File: config.mk
export PLATFORM = sky130hd
export DESIGN_NAME = async_rx_unit
export DESIGN_NICKNAME = d
export VERILOG_FILES = /design/src/rtl/async_rx_pkg.sv /design/src/rtl/rx_line_sync.sv /design/src/rtl/rx_frame_fsm.sv /design/src/rtl/rx_buf_status.sv /design/src/rtl/async_rx_unit.sv
export SDC_FILE = /design/constraint.sdc
export NUM_CORES = 1
export LEC_CHECK = 0
export ABC_AREA = 1
export BUFFER_PORTS_ARGS = -buffer_cell sky130_fd_sc_hd__buf_2
export CORE_MARGIN = 1
export CORE_UTILIZATION = 55
export CTS_CLUSTER_SIZE = 8
export DETAILED_ROUTE_END_ITERATION = 10
export HOLD_SLACK_MARGIN = 0.03
export PLACE_DENSITY = 0.77
export SLEW_MARGIN = 5
export SYNTH_ARGS = -nofsm -noshare
export SYNTH_HDL_FRONTEND = slang
export SYNTH_SLANG_ARGS = --single-unit
File: constraint.sdc
create_clock -name clk -period 2.9 [get_ports clk]
set_input_delay 0.145 -clock clk [delete_from_list [all_inputs] [get_ports clk]]
set_output_delay 0.145 -clock clk [all_outputs]
set_load 0.005 [all_outputs]
File: src/rtl/async_rx_pkg.sv
// Package: shared types and status bit positions for the asynchronous receiver.
// Assumes: status byte is always 8 bits; bit positions below are decoded by software.
package async_rx_pkg;

    // Receive frame state machine
    typedef enum logic [2:0] {
        RX_IDLE,
        RX_START,
        RX_DATA,
        RX_PAR,
        RX_STOP1,
        RX_STOP2
    } rx_state_e;

    // Frame format selection
    typedef struct packed {
        logic len7;
        logic par_en;
        logic par_odd;
        logic stop2;
    } rx_fmt_t;

    localparam int ST_TX_EMPTY = 0;
    localparam int ST_FULL     = 1;
    localparam int ST_TX_DONE  = 2;
    localparam int ST_OVR      = 3;
    localparam int ST_PAR      = 4;
    localparam int ST_FRM      = 5;
    localparam int ST_SUM      = 6;
    localparam int ST_ONE      = 7;

endpackage

File: src/rtl/rx_line_sync.sv
// Module: rx_line_sync
// Brings the asynchronous serial line into the clock domain through a flop chain.
// Assumes: the line idles high, so every stage resets to 1.
module rx_line_sync #(
    parameter int STAGES = 2
) (
    input  logic clk,
    input  logic rst_n,
    input  logic line_in,
    output logic line_out
);

    generate
        if (STAGES <= 1) begin : g_single
            logic q;
            // single register stage
            always_ff @(posedge clk) begin
                if (!rst_n) q <= 1'b1;
                else        q <= line_in;
            end
            assign line_out = q;
        end else begin : g_chain
            logic [STAGES-1:0] q;
            // shift the line through the chain
            always_ff @(posedge clk) begin
                if (!rst_n) q <= '1;
                else        q <= {q[STAGES-2:0], line_in};
            end
            assign line_out = q[STAGES-1];
        end
    endgenerate

endmodule

File: src/rtl/rx_frame_fsm.sv
// Module: rx_frame_fsm
// Qualifies the start bit at mid-bit, samples data/parity/stop every OS_RATE ticks,
// and emits a one-cycle transfer pulse with the character and its error verdicts.
// Assumes: tick is a one-cycle strobe at OS_RATE times the bit rate; run=0 aborts a frame.
module rx_frame_fsm
    import async_rx_pkg::*;
#(
    parameter int DATA_W  = 8,
    parameter int OS_RATE = 16
) (
    input  logic              clk,
    input  logic              rst_n,
    input  logic              run,
    input  logic              tick,
    input  logic              line,
    input  rx_fmt_t           fmt,
    output logic              xfer,
    output logic [DATA_W-1:0] xfer_data,
    output logic              xfer_perr,
    output logic              xfer_ferr
);

    localparam int CNT_W  = $clog2(OS_RATE);
    localparam int BIDX_W = $clog2(DATA_W + 1);
    localparam logic [CNT_W-1:0]  CNT_LAST   = CNT_W'(OS_RATE - 1);
    localparam logic [CNT_W-1:0]  CNT_MID    = CNT_W'(OS_RATE / 2 - 1);
    localparam logic [BIDX_W-1:0] FULL_LAST  = BIDX_W'(DATA_W - 1);
    localparam logic [BIDX_W-1:0] SHORT_LAST = BIDX_W'(DATA_W - 2);

    rx_state_e         state;
    logic [CNT_W-1:0]  cnt;
    logic [BIDX_W-1:0] bidx;
    logic [DATA_W-1:0] shreg;
    logic              pbit;
    logic              ferr_q;
    logic              xfer_q;
    logic [BIDX_W-1:0] bit_last;
    logic              at_bit_end;

    assign bit_last   = fmt.len7 ? SHORT_LAST : FULL_LAST;
    assign at_bit_end = tick && (cnt == CNT_LAST);

    // frame sequencing, bit sampling and transfer pulse generation
    always_ff @(posedge clk) begin
        if (!rst_n) begin
            state  <= RX_IDLE;
            cnt    <= '0;
            bidx   <= '0;
            shreg  <= '0;
            pbit   <= 1'b0;
            ferr_q <= 1'b0;
            xfer_q <= 1'b0;
        end else begin
            xfer_q <= 1'b0;
            if (!run) begin
                state <= RX_IDLE;
                cnt   <= '0;
                bidx  <= '0;
            end else if (tick) begin
                case (state)
                    RX_IDLE: begin
                        if (!line) begin
                            state <= RX_START;
                            cnt   <= '0;
                        end
                    end
                    RX_START: begin
                        if (cnt == CNT_MID) begin
                            cnt  <= '0;
                            bidx <= '0;
                            state <= line ? RX_IDLE : RX_DATA;
                        end else begin
                            cnt <= cnt + 1'b1;
                        end
                    end
                    RX_DATA: begin
                        if (cnt == CNT_LAST) begin
                            cnt   <= '0;
                            shreg <= {line, shreg[DATA_W-1:1]};
                            bidx  <= bidx + 1'b1;
                            if (bidx == bit_last)
                                state <= fmt.par_en ? RX_PAR : RX_STOP1;
                        end else begin
                            cnt <= cnt + 1'b1;
                        end
                    end
                    RX_PAR: begin
                        if (cnt == CNT_LAST) begin
                            cnt   <= '0;
                            pbit  <= line;
                            state <= RX_STOP1;
                        end else begin
                            cnt <= cnt + 1'b1;
                        end
                    end
                    RX_STOP1: begin
                        if (cnt == CNT_LAST) begin
                            cnt    <= '0;
                            ferr_q <= ~line;
                            xfer_q <= 1'b1;
                            state  <= fmt.stop2 ? RX_STOP2 : RX_IDLE;
                        end else begin
                            cnt <= cnt + 1'b1;
                        end
                    end
                    RX_STOP2: begin
                        if (cnt == CNT_LAST) begin
                            cnt   <= '0;
                            state <= RX_IDLE;
                        end else begin
                            cnt <= cnt + 1'b1;
                        end
                    end
                    default: state <= RX_IDLE;
                endcase
            end
        end
    end

    // align short characters down and force the top bit to zero
    always_comb begin
        if (fmt.len7) xfer_data = {1'b0, shreg[DATA_W-1:1]};
        else          xfer_data = shreg;
    end

    // parity verdict: data ones plus parity bit must match the selected sense
    assign xfer_perr = fmt.par_en && ((^xfer_data ^ pbit) != fmt.par_odd);
    assign xfer_ferr = ferr_q;
    assign xfer      = xfer_q;

    p_false_start_r1: assert property (@(posedge clk) disable iff (!rst_n)
        (run && tick && state == RX_START && cnt == CNT_MID && line) |=> (state == RX_IDLE && !xfer));

    p_xfer_single_r2: assert property (@(posedge clk) disable iff (!rst_n)
        xfer |=> !xfer);

    p_stop_counted_r13: assert property (@(posedge clk) disable iff (!rst_n)
        (run && at_bit_end && state == RX_STOP2) |=> (state == RX_IDLE && !xfer));

endmodule

File: src/rtl/rx_buf_status.sv
// Module: rx_buf_status
// Holds the receive buffer and the status byte; latches errors on each transfer,
// clears buffer-full on read, clears errors on status write, clears all flags on disable.
// Assumes: xfer, buf_rd and sts_wr are single-cycle strobes.
module rx_buf_status
    import async_rx_pkg::*;
#(
    parameter int DATA_W = 8
) (
    input  logic              clk,
    input  logic              rst_n,
    input  logic              ser_en,
    input  logic              xfer,
    input  logic [DATA_W-1:0] xfer_data,
    input  logic              xfer_perr,
    input  logic              xfer_ferr,
    input  logic              buf_rd,
    input  logic              sts_wr,
    output logic [DATA_W-1:0] rx_data,
    output logic [7:0]        status
);

    logic [DATA_W-1:0] buf_q;
    logic full_q, ovr_q, par_q, frm_q, sum_q;
    logic set_ovr, set_par, set_frm, set_any, load;

    assign set_ovr = xfer && full_q && !buf_rd;
    assign set_par = xfer && xfer_perr;
    assign set_frm = xfer && xfer_ferr;
    assign set_any = set_ovr || set_par || set_frm;
    assign load    = xfer && (!full_q || buf_rd);

    // buffer register: loads only when the previous character is gone
    always_ff @(posedge clk) begin
        if (!rst_n)    buf_q <= '0;
        else if (load) buf_q <= xfer_data;
    end

    // flag registers: set by transfer, cleared by read, write or disable
    always_ff @(posedge clk) begin
        if (!rst_n || !ser_en) begin
            full_q <= 1'b0;
            ovr_q  <= 1'b0;
            par_q  <= 1'b0;
            frm_q  <= 1'b0;
            sum_q  <= 1'b0;
        end else begin
            full_q <= xfer || (full_q && !buf_rd);
            ovr_q  <= set_ovr || (ovr_q && !sts_wr);
            par_q  <= set_par || (par_q && !sts_wr);
            frm_q  <= set_frm || (frm_q && !sts_wr);
            sum_q  <= set_any || (sum_q && !sts_wr);
        end
    end

    // assemble the status byte
    always_comb begin
        status              = '0;
        status[ST_TX_EMPTY] = 1'b0;
        status[ST_FULL]     = full_q;
        status[ST_TX_DONE]  = 1'b0;
        status[ST_OVR]      = ovr_q;
        status[ST_PAR]      = par_q;
        status[ST_FRM]      = frm_q;
        status[ST_SUM]      = sum_q;
        status[ST_ONE]      = 1'b1;
    end

    assign rx_data = buf_q;

    p_full_on_xfer_r2: assert property (@(posedge clk) disable iff (!rst_n)
        (xfer && ser_en) |=> status[ST_FULL]);

    p_read_clears_r3: assert property (@(posedge clk) disable iff (!rst_n)
        (buf_rd && !xfer && ser_en) |=> (!status[ST_FULL] && $stable(rx_data)));

    p_overrun_keeps_r4: assert property (@(posedge clk) disable iff (!rst_n)
        (xfer && ser_en && status[ST_FULL] && !buf_rd) |=> (status[ST_OVR] && $stable(rx_data)));

    p_summary_or_r7: assert property (@(posedge clk) disable iff (!rst_n)
        status[ST_SUM] == (status[ST_OVR] || status[ST_PAR] || status[ST_FRM]));

    p_write_clears_r8: assert property (@(posedge clk) disable iff (!rst_n)
        (sts_wr && !xfer && ser_en) |=> (status[6:3] == 4'b0000));

    p_disable_clears_r9: assert property (@(posedge clk) disable iff (!rst_n)
        (!ser_en) |=> (status[6:0] == 7'b0));

    p_same_cycle_read_r12: assert property (@(posedge clk) disable iff (!rst_n)
        (xfer && ser_en && buf_rd && !status[ST_OVR]) |=> (status[ST_FULL] && !status[ST_OVR]));

endmodule

File: src/rtl/async_rx_unit.sv
// Module: async_rx_unit (top)
// Asynchronous serial receiver: line synchronizer, frame sampler and buffer/status.
// Assumes: os_tick is supplied externally at 16x the bit rate; strobes last one cycle.
module async_rx_unit
    import async_rx_pkg::*;
#(
    parameter int DATA_W      = 8,
    parameter int OS_RATE     = 16,
    parameter int SYNC_STAGES = 2
) (
    input  logic              clk,
    input  logic              rst_n,
    input  logic              rxd,
    input  logic              os_tick,
    input  logic              cfg_len7,
    input  logic              cfg_par_en,
    input  logic              cfg_par_odd,
    input  logic              cfg_stop2,
    input  logic              rx_en,
    input  logic              ser_en,
    input  logic              buf_rd,
    input  logic              sts_wr,
    output logic [DATA_W-1:0] rx_data,
    output logic [7:0]        status
);

    logic              line_s;
    logic              run;
    logic              xfer;
    logic [DATA_W-1:0] xfer_data;
    logic              xfer_perr;
    logic              xfer_ferr;
    rx_fmt_t           fmt;

    assign run = rx_en && ser_en;

    // gather format bits into the shared struct
    always_comb begin
        fmt.len7    = cfg_len7;
        fmt.par_en  = cfg_par_en;
        fmt.par_odd = cfg_par_odd;
        fmt.stop2   = cfg_stop2;
    end

    rx_line_sync #(
        .STAGES (SYNC_STAGES)
    ) u_sync (
        .clk      (clk),
        .rst_n    (rst_n),
        .line_in  (rxd),
        .line_out (line_s)
    );

    rx_frame_fsm #(
        .DATA_W  (DATA_W),
        .OS_RATE (OS_RATE)
    ) u_fsm (
        .clk       (clk),
        .rst_n     (rst_n),
        .run       (run),
        .tick      (os_tick),
        .line      (line_s),
        .fmt       (fmt),
        .xfer      (xfer),
        .xfer_data (xfer_data),
        .xfer_perr (xfer_perr),
        .xfer_ferr (xfer_ferr)
    );

    rx_buf_status #(
        .DATA_W (DATA_W)
    ) u_bs (
        .clk       (clk),
        .rst_n     (rst_n),
        .ser_en    (ser_en),
        .xfer      (xfer),
        .xfer_data (xfer_data),
        .xfer_perr (xfer_perr),
        .xfer_ferr (xfer_ferr),
        .buf_rd    (buf_rd),
        .sts_wr    (sts_wr),
        .rx_data   (rx_data),
        .status    (status)
    );

endmodule

==> impl_summary.log, run 1 <==
[metrics] Mapped Area: 0.00201 mm²
[metrics] Worst Reg-to-Reg Cells: 8
[metrics] Critical Path Sink Type: register
[metrics] average cell area after synthesis: 7.01 µm²
[metrics] Die Width: 62.4 µm
[metrics] overall die height: 62.4 µm
[metrics] multi-input logic area: 0.00101 mm²
[metrics] share of the synthesized area in the top cell type: 36.9%
[metrics] Detail Route Antenna Nets: 0
[metrics] Setup-failing EPs final: 0
[metrics] worst-path cell chain: ha_1, nand2_1, nor2_8, nor2_1, nor3b_2, nand2_1, nand2_1, a21oi_1
[metrics] core area: 0.00342 mm²
[metrics] net count of the finished layout: 319
[metrics] Syn-to-layout area delta: 6.99%
[metrics] detail-routed net length per standard cell: 10.9 µm
[metrics] area taken by flip-flops and latches: 741 µm²
[metrics] skew final: 0.0159 ns
[metrics] largest net degree at the start of global routing: 18
[metrics] number of buffer and inverter instances along the worst setup path: 0
[metrics] number of antenna cells inserted: 0
[metrics] number of global-route vias before repair: 1626
[metrics] final number of max-transition violations: 0
[metrics] Worst EP arrival: 1.96 ns
[metrics] placer's final routability congestion estimate: 0.862
[metrics] part of the Yosys area used for sequential elements: 36.9%
[metrics] Clock Pin Slew Worst Setup and Hold Paths: 0.12 ns
[metrics] number of distinct library cells after synthesis: 36
[metrics] total global-route track usage: 22.4%
[metrics] critical path's top delay family: simple AND/OR/NAND/NOR gates
[metrics] sum of internal, switching and leakage power: 0.000834 W
[metrics] Vias per Instance: 5.04
[metrics] most common flop cell mapped by yosys: dfxtp_1
[metrics] top area cells in the synthesized netlist: dfxtp_1 37%, nand2_1 15%, a21oi_1 9.0%
[metrics] clk sink count: 37
[metrics] most common cell type on the critical path: nand2_1
[metrics] total die area: 0.00389 mm²
[metrics] critical path start-end classification: reg2reg
[metrics] most frequent cells after synthesis: 81 x nand2_1, 37 x dfxtp_1, 36 x a21oi_1
[metrics] number of storage elements in the synthesis netlist: 37
[metrics] cell type of the slowest stage on the worst timing path: dfxtp_1
[metrics] number of warnings reported in the yosys synthesis log: 0
[metrics] Root Buffer: clkbuf_4
[metrics] ys async rst share: 0%
[metrics] highest clock rate: 0.584 GHz
[metrics] static leakage power: 0.971 nW
[metrics] sort of element at the start of the critical path: register
[metrics] peak fanout along the critical path: 6
[metrics] aggregate routed wire length: 3.85 mm
[metrics] Rows: 21
[metrics] Cells on Worst Hold Path: 4
[metrics] count of flip-flops with a built-in enable after synthesis: 0
[metrics] starting DRC count in detailed routing: 72
[metrics] first-pass GRT wire length: 6.91 mm
[metrics] TritonCTS clock tree: yes
[metrics] max-capacitance violation count: 0
[metrics] worst IR drop on VDD: 0.214 mV
[metrics] CTS H-Tree Depth: 2
[metrics] number of input and output port buffers inserted: 24
[metrics] share of layout cells above drive strength 1: 16.7%
[metrics] final standard cell utilization of the core: 62.8%
[metrics] I/O pin cnt: 28
[metrics] final-layout fill cell count: 326
[metrics] Detailed Routing Iterations Pass 1: 4
[metrics] post-CTS setup buffer count: 0
[metrics] Mapped Cells: 286
[metrics] initial antenna violation count: 0
[metrics] post-layout minimum cycle time: 1.71 ns
[metrics] Reg2Reg Launch Point: u_fsm.cnt[0]$_SDFFE_PN0P_
[metrics] most common cell in the netlist: nand2_1
[metrics] Hold Slack: 0.0744 ns
[metrics] critical path's largest stage delay: 0.39 ns
[metrics] Clock Latency Late Sink: 0.35 ns
[metrics] Vias: 1774
[metrics] run status: complete, no violations
[metrics] number of buffers on the longest clock path: 2
[metrics] Num CTS Buffers: 5
[metrics] leftover overflow at the end of global routing: 0
[metrics] Fin. Hold Viols: 0
[metrics] Synth area leader: dfxtp_1
[metrics] CP Depth: 8
[metrics] min-delay worst type: in2reg
[metrics] total power density per cell area: 389 mW/mm²
[metrics] remaining routing DRC violations: 0
[metrics] launching instance or port of the critical path: u_fsm.cnt[0]$_SDFFE_PN0P_
[metrics] unrepaired setup endpoints after global routing: no
[metrics] Post-Route Setup TNS: 0 ns
[metrics] worst path required time: 3.15 ns
[metrics] starting density of the core: 58.7%
[metrics] crit share post-route: 59.1%
[metrics] launch instance of the worst min-delay path: sts_wr
[metrics] estimated wirelength of the detail-placed design: 2.83 mm
==> path summary, 6_finish.rpt <==
kind	to	slack [ns]
setup / recovery	u_fsm.state[1]$_SDFFE_PN0P_	1.19
hold reg to reg	u_sync.g_chain.q[1]$_SDFF_PN1_	0.43
hold / removal	u_bs.frm_q$_SDFF_PP0_	0.07
setup reg to reg	u_fsm.state[1]$_SDFFE_PN0P_	1.19
==> through the flow <==
step                instances  area (µm²)  setup WS [ns]
finish                    352        2150           1.19
global route              352        2150           1.03
CTS                       352        2150           1.19
detailed placement        343        2080           1.24
global placement          343        2080           1.32
floorplan                 287        2010           1.41
==> per-layer routing <==
layer,routed length (µm),vias to the layer above,GRT usage (%)
li1,-,962,-
met1,1960,778,27.8
met2,1700,29,37.4
met3,141,5,6.57
met4,52,0,7.27
met5,0,-,0
==> cells in the final DEF (no fill, tap or decap), types with 2 or more instances in the layout <==
master	instances
clkbuf_4	5
inv_4	2
conb_1	3
nor3_1	3
inv_2	3
o21ai_0	21
nand3_1	16
ha_1	2
inv_1	33
clkinv_2	2
o211ai_1	3
nor2_1	8
a211oi_1	2
nand2_4	2
buf_2	24
nand2_1	81
a21oi_1	36
o21ai_1	3
dfxtp_1	37
or2_2	2
nor2_2	2
==> tightest hold or removal path: cells and delay by family <==
kind,cells,cell delay [ns]
buf+inv,2,0.13
simple gates,1,0.06
compound gates,1,0.05
==> registers in the layout, indices dropped and copies added (netlist names), 2 cells and up <==
| name | count |
|---|---|
| u_sync.g_chain.q | 2 |
| u_fsm.cnt | 4 |
| u_fsm.state | 3 |
| u_bs.rx_data | 8 |
| u_fsm.bidx | 4 |
| u_fsm.shreg | 8 |
==> final cells by class <==
class / count / share of cell area, %
clock buffer: 5 / 1.75
timing repair buffer: 25 / 6.06
sequential: 37 / 34.5
clock inverter: 3 / 0.816
multi-input combinational: 198 / 47.3
tap: 46 / 2.68
inverter: 38 / 6.88
==> kinds of logic (layout without fill, tap and decap cells) <==
group / Yosys count / count (layout) / share of synthesized area, %
simple gates: 125 / 125 / 30.1
compound gates: 68 / 68 / 18.7
buf+inv: 52 / 71 / 12.7
flops: 37 / 37 / 36.9
fa+ha+maj: 2 / 2 / 1.25
other cells: 2 / 3 / 0.374
==> timing repair <==
| item | CTS | global route |
|---|---|---|
| gates resized for setup | 0 | 0 |
| hold buffers | 1 | 0 |
| endpoints found under the setup margin | 0 | 0 |
| hold endpoints to repair | 1 | 0 |
==> power by group <==
group | switching [W] | internal (W)
Clock | 0.000177 | 0.0000914
Combinational | 0.0000367 | 0.0000182
Sequential | 0.00000120 | 0.000509
Total | 0.000215 | 0.000619
Note: power is estimated with default switching activity, not from simulation.
==> run 2: changes to the inputs <==
--- a/config.mk
+++ b/config.mk
@@ -5,7 +5,7 @@
 export SDC_FILE = /design/constraint.sdc
 export NUM_CORES = 1
 export LEC_CHECK = 0
-export ABC_AREA = 1
+export ABC_AREA = 0
 export BUFFER_PORTS_ARGS = -buffer_cell sky130_fd_sc_hd__buf_2
 export CORE_MARGIN = 1
 export CORE_UTILIZATION = 55
==> constraint.sdc (replaced) <==
create_clock -name clk -period 1.6 [get_ports clk]
set_input_delay 0.08 -clock clk [delete_from_list [all_inputs] [get_ports clk]]
set_output_delay 0.08 -clock clk [all_outputs]
set_load 0.005 [all_outputs]
==> run 2 against run 1 <==
  * The flow now finishes with violations (setup timing)
  * Routed wire length up 8.4%
  * Worst setup slack worse by 1.2 ns
  * Design area grew 11%
  * Final cell count fell by 13%
  * Non-clock buffer count increased by 26
  * Count of clock-buffer cells in the layout unchanged
  * Critical path type unchanged
  * Highest routed layer unchanged
==> impl_summary.log, run 2 <==
[metrics] run status: finished with violations
[metrics] violations in the final reports: setup timing
[metrics] detail-routed net length per standard cell: 13.6 µm
[metrics] peak fanout along the critical path: 2
[metrics] Cells on Worst Hold Path: 4
[metrics] clk sink count: 37
[metrics] critical path's largest stage delay: 0.36 ns
[metrics] Hold Slack: 0.0537 ns
[metrics] Clock Pin Slew Worst Setup and Hold Paths: 0.11 ns
[metrics] highest clock rate: 0.624 GHz
[metrics] leftover overflow at the end of global routing: 0
[metrics] CTS H-Tree Depth: 2
[metrics] average cell area after synthesis: 8.80 µm²
[metrics] unrepaired setup endpoints after global routing: yes
[metrics] number of distinct library cells after synthesis: 47
[metrics] Clock Latency Late Sink: 0.34 ns
[metrics] number of warnings reported in the yosys synthesis log: 0
[metrics] part of the Yosys area used for sequential elements: 38.3%
[metrics] Fin. Hold Viols: 0
[metrics] dpl cell area: 0.00218 mm²
[metrics] number of antenna cells inserted: 0
[metrics] cell type of the slowest stage on the worst timing path: xnor3_1
[metrics] placer's final routability congestion estimate: 0.835
[metrics] Post-Layout Cell Count: 308
[metrics] top area cells in the synthesized netlist: dfxtp_1 38%, mux2i_1 7.8%, nand2_1 4.7%
[metrics] most common cell type on the critical path: xnor2_1
[metrics] crit share post-route: 100%
[metrics] critical path start-end classification: reg2reg
[metrics] commonest cells after routing, fill and taps aside: 29 x dfxtp_1, 24 x buf_2, 23 x buf_4
[metrics] most common flop cell mapped by yosys: dfxtp_1
[metrics] total global-route track usage: 23.5%
[metrics] post-layout minimum cycle time: 1.60 ns
[metrics] total die area: 0.00376 mm²
[metrics] Vias: 1716
[metrics] worst setup slack after layout: -0.00299 ns
[metrics] I/O pin cnt: 28
[metrics] Detail Route Antenna Nets: 0
[metrics] number of buffers on the longest clock path: 2
[metrics] min-delay worst type: in2reg
[metrics] skew final: 0.00532 ns
[metrics] worst IR drop on VDD: 0.501 mV
[metrics] core area: 0.00336 mm²
[metrics] number of buffer and inverter instances along the worst setup path: 0
[metrics] worst slew margin relative to its limit: 63.0%
[metrics] sum of internal, switching and leakage power: 0.00163 W
[metrics] number of storage elements in the synthesis netlist: 37
[metrics] number of global-route vias before repair: 1391
[metrics] net count of the finished layout: 276
[metrics] first-pass GRT wire length: 6.31 mm
[metrics] Root Buffer: clkbuf_4
[metrics] Setup-failing EPs final: 1
[metrics] Mapped Cells: 220
[metrics] Mapped Area: 0.00194 mm²
[metrics] estimated wirelength of the detail-placed design: 2.85 mm
[metrics] Rows: 21
[metrics] CP Depth: 5
[metrics] sort of element at the start of the critical path: register
[metrics] Num CTS Buffers: 5
[metrics] final number of max-transition violations: 0
[metrics] share of the synthesized area in the top cell type: 38.3%
[metrics] Worst Reg-to-Reg Cells: 5
[metrics] Detailed Routing Iterations Pass 1: 4
[metrics] static leakage power: 1.04 nW
[metrics] TritonCTS clock tree: yes
[metrics] starting density of the core: 57.6%
[metrics] most common library cell in the layout ignoring fill and taps: dfxtp_1
[metrics] worst path required time: 1.87 ns
[metrics] Vias per Instance: 5.57
[metrics] Critical Path Sink Type: register
[metrics] number of input and output port buffers inserted: 24
[metrics] critical path's top delay family: XOR/XNOR gates
[metrics] initial antenna violation count: 0
[metrics] worst setup slack before clock tree synthesis: -0.0174 ns
[metrics] ys async rst share: 0%
[metrics] Final Cell Area: 0.00239 mm²
[metrics] largest net degree at the start of global routing: 22
[metrics] # placed instances: 295
[metrics] remaining routing DRC violations: 0
[metrics] Synth area leader: dfxtp_1
[metrics] Syn-to-layout area delta: 23.4%
[metrics] worst-path cell chain: xnor2_1, xnor2_1, xnor3_1, or3_1, o21ai_0
[metrics] share of layout cells above drive strength 1: 32.1%
[metrics] most frequent cells after synthesis: 37 x dfxtp_1, 24 x nand2_1, 15 x mux2i_1
[metrics] count of flip-flops with a built-in enable after synthesis: 0
[metrics] aggregate routed wire length: 4.18 mm
[metrics] max-capacitance violation count: 0
[metrics] most common cell in the netlist: dfxtp_1
[metrics] Worst EP arrival: 1.88 ns
[metrics] total power density per cell area: 684 mW/mm²
[metrics] slew of the pin with the lowest slew margin: 0.552 ns
[metrics] starting DRC count in detailed routing: 52
[metrics] Die Width: 61.3 µm
[metrics] overall die height: 61.3 µm
## run 2: cell types whose count changed after synthesis, sizes merged, moves of 8 or more
cell / change
a21oi: -21
inv: -33
mux2i: +15
nand2: -59
nand3: -12
nor2b: +12
o21ai: -16
xnor2: +8
## run 2: per-layer routing
layer / global-route usage [%] / vias up / routed length (µm)
met5: 0 / - / 0
met4: 7.79 / 0 / 24
met3: 6.30 / 2 / 265
met2: 35.4 / 56 / 1970
met1: 32.5 / 810 / 1920
li1: - / 848 / -
## run 2: metrics by stage
stage	util (%)	setup TNS (ns)
floorplan	-	0
global placement	64.9	0
detailed placement	64.9	-0.0241
CTS	68.3	0
global route	71.0	-0.151
finish	71.0	-0.00299
## run 2: cell families after synthesis
| logic type | share of synthesized area [%] |
|---|---|
| simple gates | 23.0 |
| compound gates | 17.0 |
| flops | 38.3 |
| buf+inv | 6.46 |
| mux | 8.34 |
| xor+xnor | 5.24 |
| fa+ha+maj | 1.29 |
| other cells | 0.388 |
## run 2: final timing paths
path | from | end | slack [ns]
worst max-delay path | u_fsm.shreg[7]$_SDFFE_PN0P_ | u_bs.sum_q$_SDFF_PP0_ | -0.003
worst min-delay path | buf_rd | u_bs.full_q$_SDFF_PP0_ | 0.05
worst max register to register | u_fsm.shreg[7]$_SDFFE_PN0P_ | u_bs.sum_q$_SDFF_PP0_ | -0.003
worst min register to register | u_sync.g_chain.q[0]$_SDFF_PN1_ | u_sync.g_chain.q[1]$_SDFF_PN1_ | 0.44
## run 2: timing repair
item,in CTS,in global routing
hold endpoints to repair,2,0
pin swaps,1,14
buffers inserted,0,4
resized for setup,6,22
endpoints found under the setup margin,9,21
hold buffers,2,0
## run 2: worst reg2reg max path, stage by stage (launching register included)
cell	delay, ns
dfxtp_1	0.35
xnor2_1	0.25
xnor2_1	0.19
xnor3_1	0.36
or3_1	0.33
o21ai_0	0.08
## run 2: cell type report
class | count | area (µm²)
inverter | 5 | 18.8
sequential | 37 | 756
clock buffer | 5 | 37.5
fill | 279 | 975
multi-input combinational | 162 | 1140
clock inverter | 2 | 35.0
timing repair buffer | 51 | 344
tap | 46 | 57.6
## run 2: where the power goes
part	internal, W	switching (W)
Sequential	0.000920	0.00000240
Combinational	0.0000412	0.0000483
Clock	0.000318	0.000305
==> run 3: changes to the inputs <==
--- a/config.mk
+++ b/config.mk
@@ -13,7 +13,8 @@
 export DETAILED_ROUTE_END_ITERATION = 10
 export HOLD_SLACK_MARGIN = 0.03
 export PLACE_DENSITY = 0.77
-export SLEW_MARGIN = 5
+export SETUP_SLACK_MARGIN = 0.5
+export SLEW_MARGIN = 10
 export SYNTH_ARGS = -nofsm -noshare
 export SYNTH_HDL_FRONTEND = slang
 export SYNTH_SLANG_ARGS = --single-unit
==> run 3 against run 2 <==
  * The run still ends with setup timing left
  * Flip-flop and latch count stayed put
  * Fmax is 4.3% lower
  * Worst hold slack lost 0.014 ns
  * Largest power group unchanged
  * Utilization is 6.4 points higher
  * Final cell count grew 2.9%
  * Clock power increased by 2%
  * Power grew 0.86%
  * Routed wire length rose by 15%
  * Via count grew 4.8%
  * Global-route usage is 0.40 points higher
  * Critical endpoint is now u_fsm.state[2]$_SDFFE_PN0P_
  * Non-clock buffer count grew 8
  * Largest cell class unchanged
==> impl_summary.log, run 3 (synthesis results as in run 2) <==
[metrics] Worst Reg-to-Reg Cells: 5
[metrics] overall die height: 61.3 µm
[metrics] placer's final routability congestion estimate: 0.886
[metrics] starting density of the core: 57.6%
[metrics] crit share post-route: 105%
[metrics] estimated wirelength of the detail-placed design: 2.85 mm
[metrics] number of antenna cells inserted: 0
[metrics] critical path's largest stage delay: 0.39 ns
[metrics] share of layout cells above drive strength 1: 40.2%
[metrics] aggregate routed wire length: 4.82 mm
[metrics] remaining routing DRC violations: 0
[metrics] highest clock rate: 0.597 GHz
[metrics] worst setup slack after layout: -0.0759 ns
[metrics] sum of internal, switching and leakage power: 0.00165 W
[metrics] worst path required time: 1.85 ns
[metrics] starting DRC count in detailed routing: 123
[metrics] clk sink count: 37
[metrics] Root Buffer: clkbuf_4
[metrics] sort of element at the start of the critical path: register
[metrics] total die area: 0.00376 mm²
[metrics] Syn-to-layout area delta: 34.6%
[metrics] worst-path cell chain: or3_1, a21o_1, a21oi_2, o21ai_2, o31ai_1
[metrics] run status: finished with violations
[metrics] Num CTS Buffers: 5
[metrics] critical path's top delay family: compound AO/OA/AOI/OAI gates
[metrics] number of global-route vias before repair: 1484
[metrics] Vias: 1799
[metrics] initial antenna violation count: 0
[metrics] number of buffers on the longest clock path: 2
[metrics] Clock Latency Late Sink: 0.35 ns
[metrics] total power density per cell area: 633 mW/mm²
[metrics] critical path start-end classification: reg2reg
[metrics] violations in the final reports: setup timing
[metrics] net count of the finished layout: 284
[metrics] Cells on Worst Hold Path: 4
[metrics] Fin. Hold Viols: 0
[metrics] CTS H-Tree Depth: 2
[metrics] post-layout minimum cycle time: 1.68 ns
[metrics] Rows: 21
[metrics] final number of max-transition violations: 0
[metrics] static leakage power: 1.11 nW
[metrics] cell type of the slowest stage on the worst timing path: dfxtp_4
[metrics] Clock Pin Slew Worst Setup and Hold Paths: 0.12 ns
[metrics] peak fanout along the critical path: 8
[metrics] TritonCTS clock tree: yes
[metrics] skew final: 0.00624 ns
[metrics] worst IR drop on VDD: 0.357 mV
[metrics] Detailed Routing Iterations Pass 1: 4
[metrics] detail-routed net length per standard cell: 15.2 µm
[metrics] I/O pin cnt: 28
[metrics] leftover overflow at the end of global routing: 0
[metrics] number of buffer and inverter instances along the worst setup path: 0
[metrics] Setup-failing EPs final: 8
[metrics] Vias per Instance: 5.68
[metrics] Worst EP arrival: 1.93 ns
[metrics] number of input and output port buffers inserted: 24
[metrics] unrepaired setup endpoints after global routing: yes
[metrics] Hold Slack: 0.0395 ns
[metrics] Critical Path Sink Type: register
[metrics] core area: 0.00336 mm²
[metrics] Post-Route Setup TNS: -0.284 ns
[metrics] commonest cells after routing, fill and taps aside: 25 x buf_4, 25 x dfxtp_1, 24 x buf_2
[metrics] Die Width: 61.3 µm
[metrics] Detail Route Antenna Nets: 0
[metrics] largest net degree at the start of global routing: 22
[metrics] total global-route track usage: 23.9%
[metrics] CP Depth: 5
[metrics] first-pass GRT wire length: 6.52 mm
[metrics] min-delay worst type: in2reg
[metrics] max-capacitance violation count: 0
-- run 3: changes by cell type in the layout (fill, tap and decap cells not counted), sizes merged --
| cell | previous run | this run |
|---|---|---|
| bufinv | 1 | 0 |
| clkinv | 1 | 0 |
| buf | 49 | 58 |
| clkinvlp | 0 | 1 |
| dlygate4sd3 | 2 | 1 |
| clkbuf | 5 | 7 |
-- run 3: final timing paths --
path	slack [ns]	endpoint	start
setup / recovery	-0.08	u_fsm.state[2]$_SDFFE_PN0P_	u_fsm.cnt[3]$_SDFFE_PN0P_
hold / removal	0.04	u_bs.par_q$_SDFF_PP0_	sts_wr
setup reg to reg	-0.08	u_fsm.state[2]$_SDFFE_PN0P_	u_fsm.cnt[3]$_SDFFE_PN0P_
hold reg to reg	0.42	u_sync.g_chain.q[1]$_SDFF_PN1_	u_sync.g_chain.q[0]$_SDFF_PN1_
-- run 3: timing repair --
| action | 4_1_cts | 5_1_grt |
|---|---|---|
| gates cloned | 0 | 1 |
| gates resized for setup | 23 | 18 |
| pin swaps | 22 | 10 |
| hold buffers | 1 | 0 |
| endpoints found under the hold margin | 2 | 0 |
| setup endpoints to repair | 25 | 32 |
| setup buffers | 13 | 8 |
-- run 3: area by class of cell --
cell class                 instances  area [µm²]
clock inverter                     1        7.51
fill                             236         758
multi-input combinational        162        1250
inverter                           5        18.8
tap                               46        57.6
sequential                        37         766
clock buffer                       7        76.3
timing repair buffer              59         428
-- run 3: per-layer routing --
| layer | share of wire, % | global-route usage [%] | routed length [µm] | vias up |
|---|---|---|---|---|
| li1 | - | - | - | 872 |
| met5 | 0 | 0 | 0 | - |
| met1 | 44 | 31.3 | 2110 | 847 |
| met4 | 1.3 | 9.09 | 63 | 0 |
| met3 | 6.7 | 4.20 | 324 | 12 |
| met2 | 48 | 39.1 | 2320 | 68 |
-- run 3: where the power goes --
part | switching [W] | internal, W | leakage, nW
clock network | 0.000327 | 0.000309 | 0.0427
registers | 0.00000270 | 0.000916 | 0.306
logic | 0.0000519 | 0.0000421 | 0.759
-- run 3: worst reg2reg max path, cell delays in order (launching register included) --
cell	delay [ns]
dfxtp_4	0.39
or3_1	0.37
a21o_1	0.23
a21oi_2	0.21
o21ai_2	0.10
o31ai_1	0.28
-- run 3: stage by stage --
| step | area [µm²] | setup WS [ns] | util, % | std cells |
|---|---|---|---|---|
| 2_1_floorplan | 2060 | 0.126 | - | 221 |
| 3_3_place_gp | 2200 | 0.0139 | 65.5 | 286 |
| 3_5_place_dp | 2200 | -0.0511 | 65.5 | 286 |
| 4_1_cts | 2470 | 0.00787 | 73.5 | 308 |
| 5_1_grt | 2610 | -0.120 | 77.5 | 317 |
| 6_report | 2610 | -0.0759 | 77.5 | 317 |
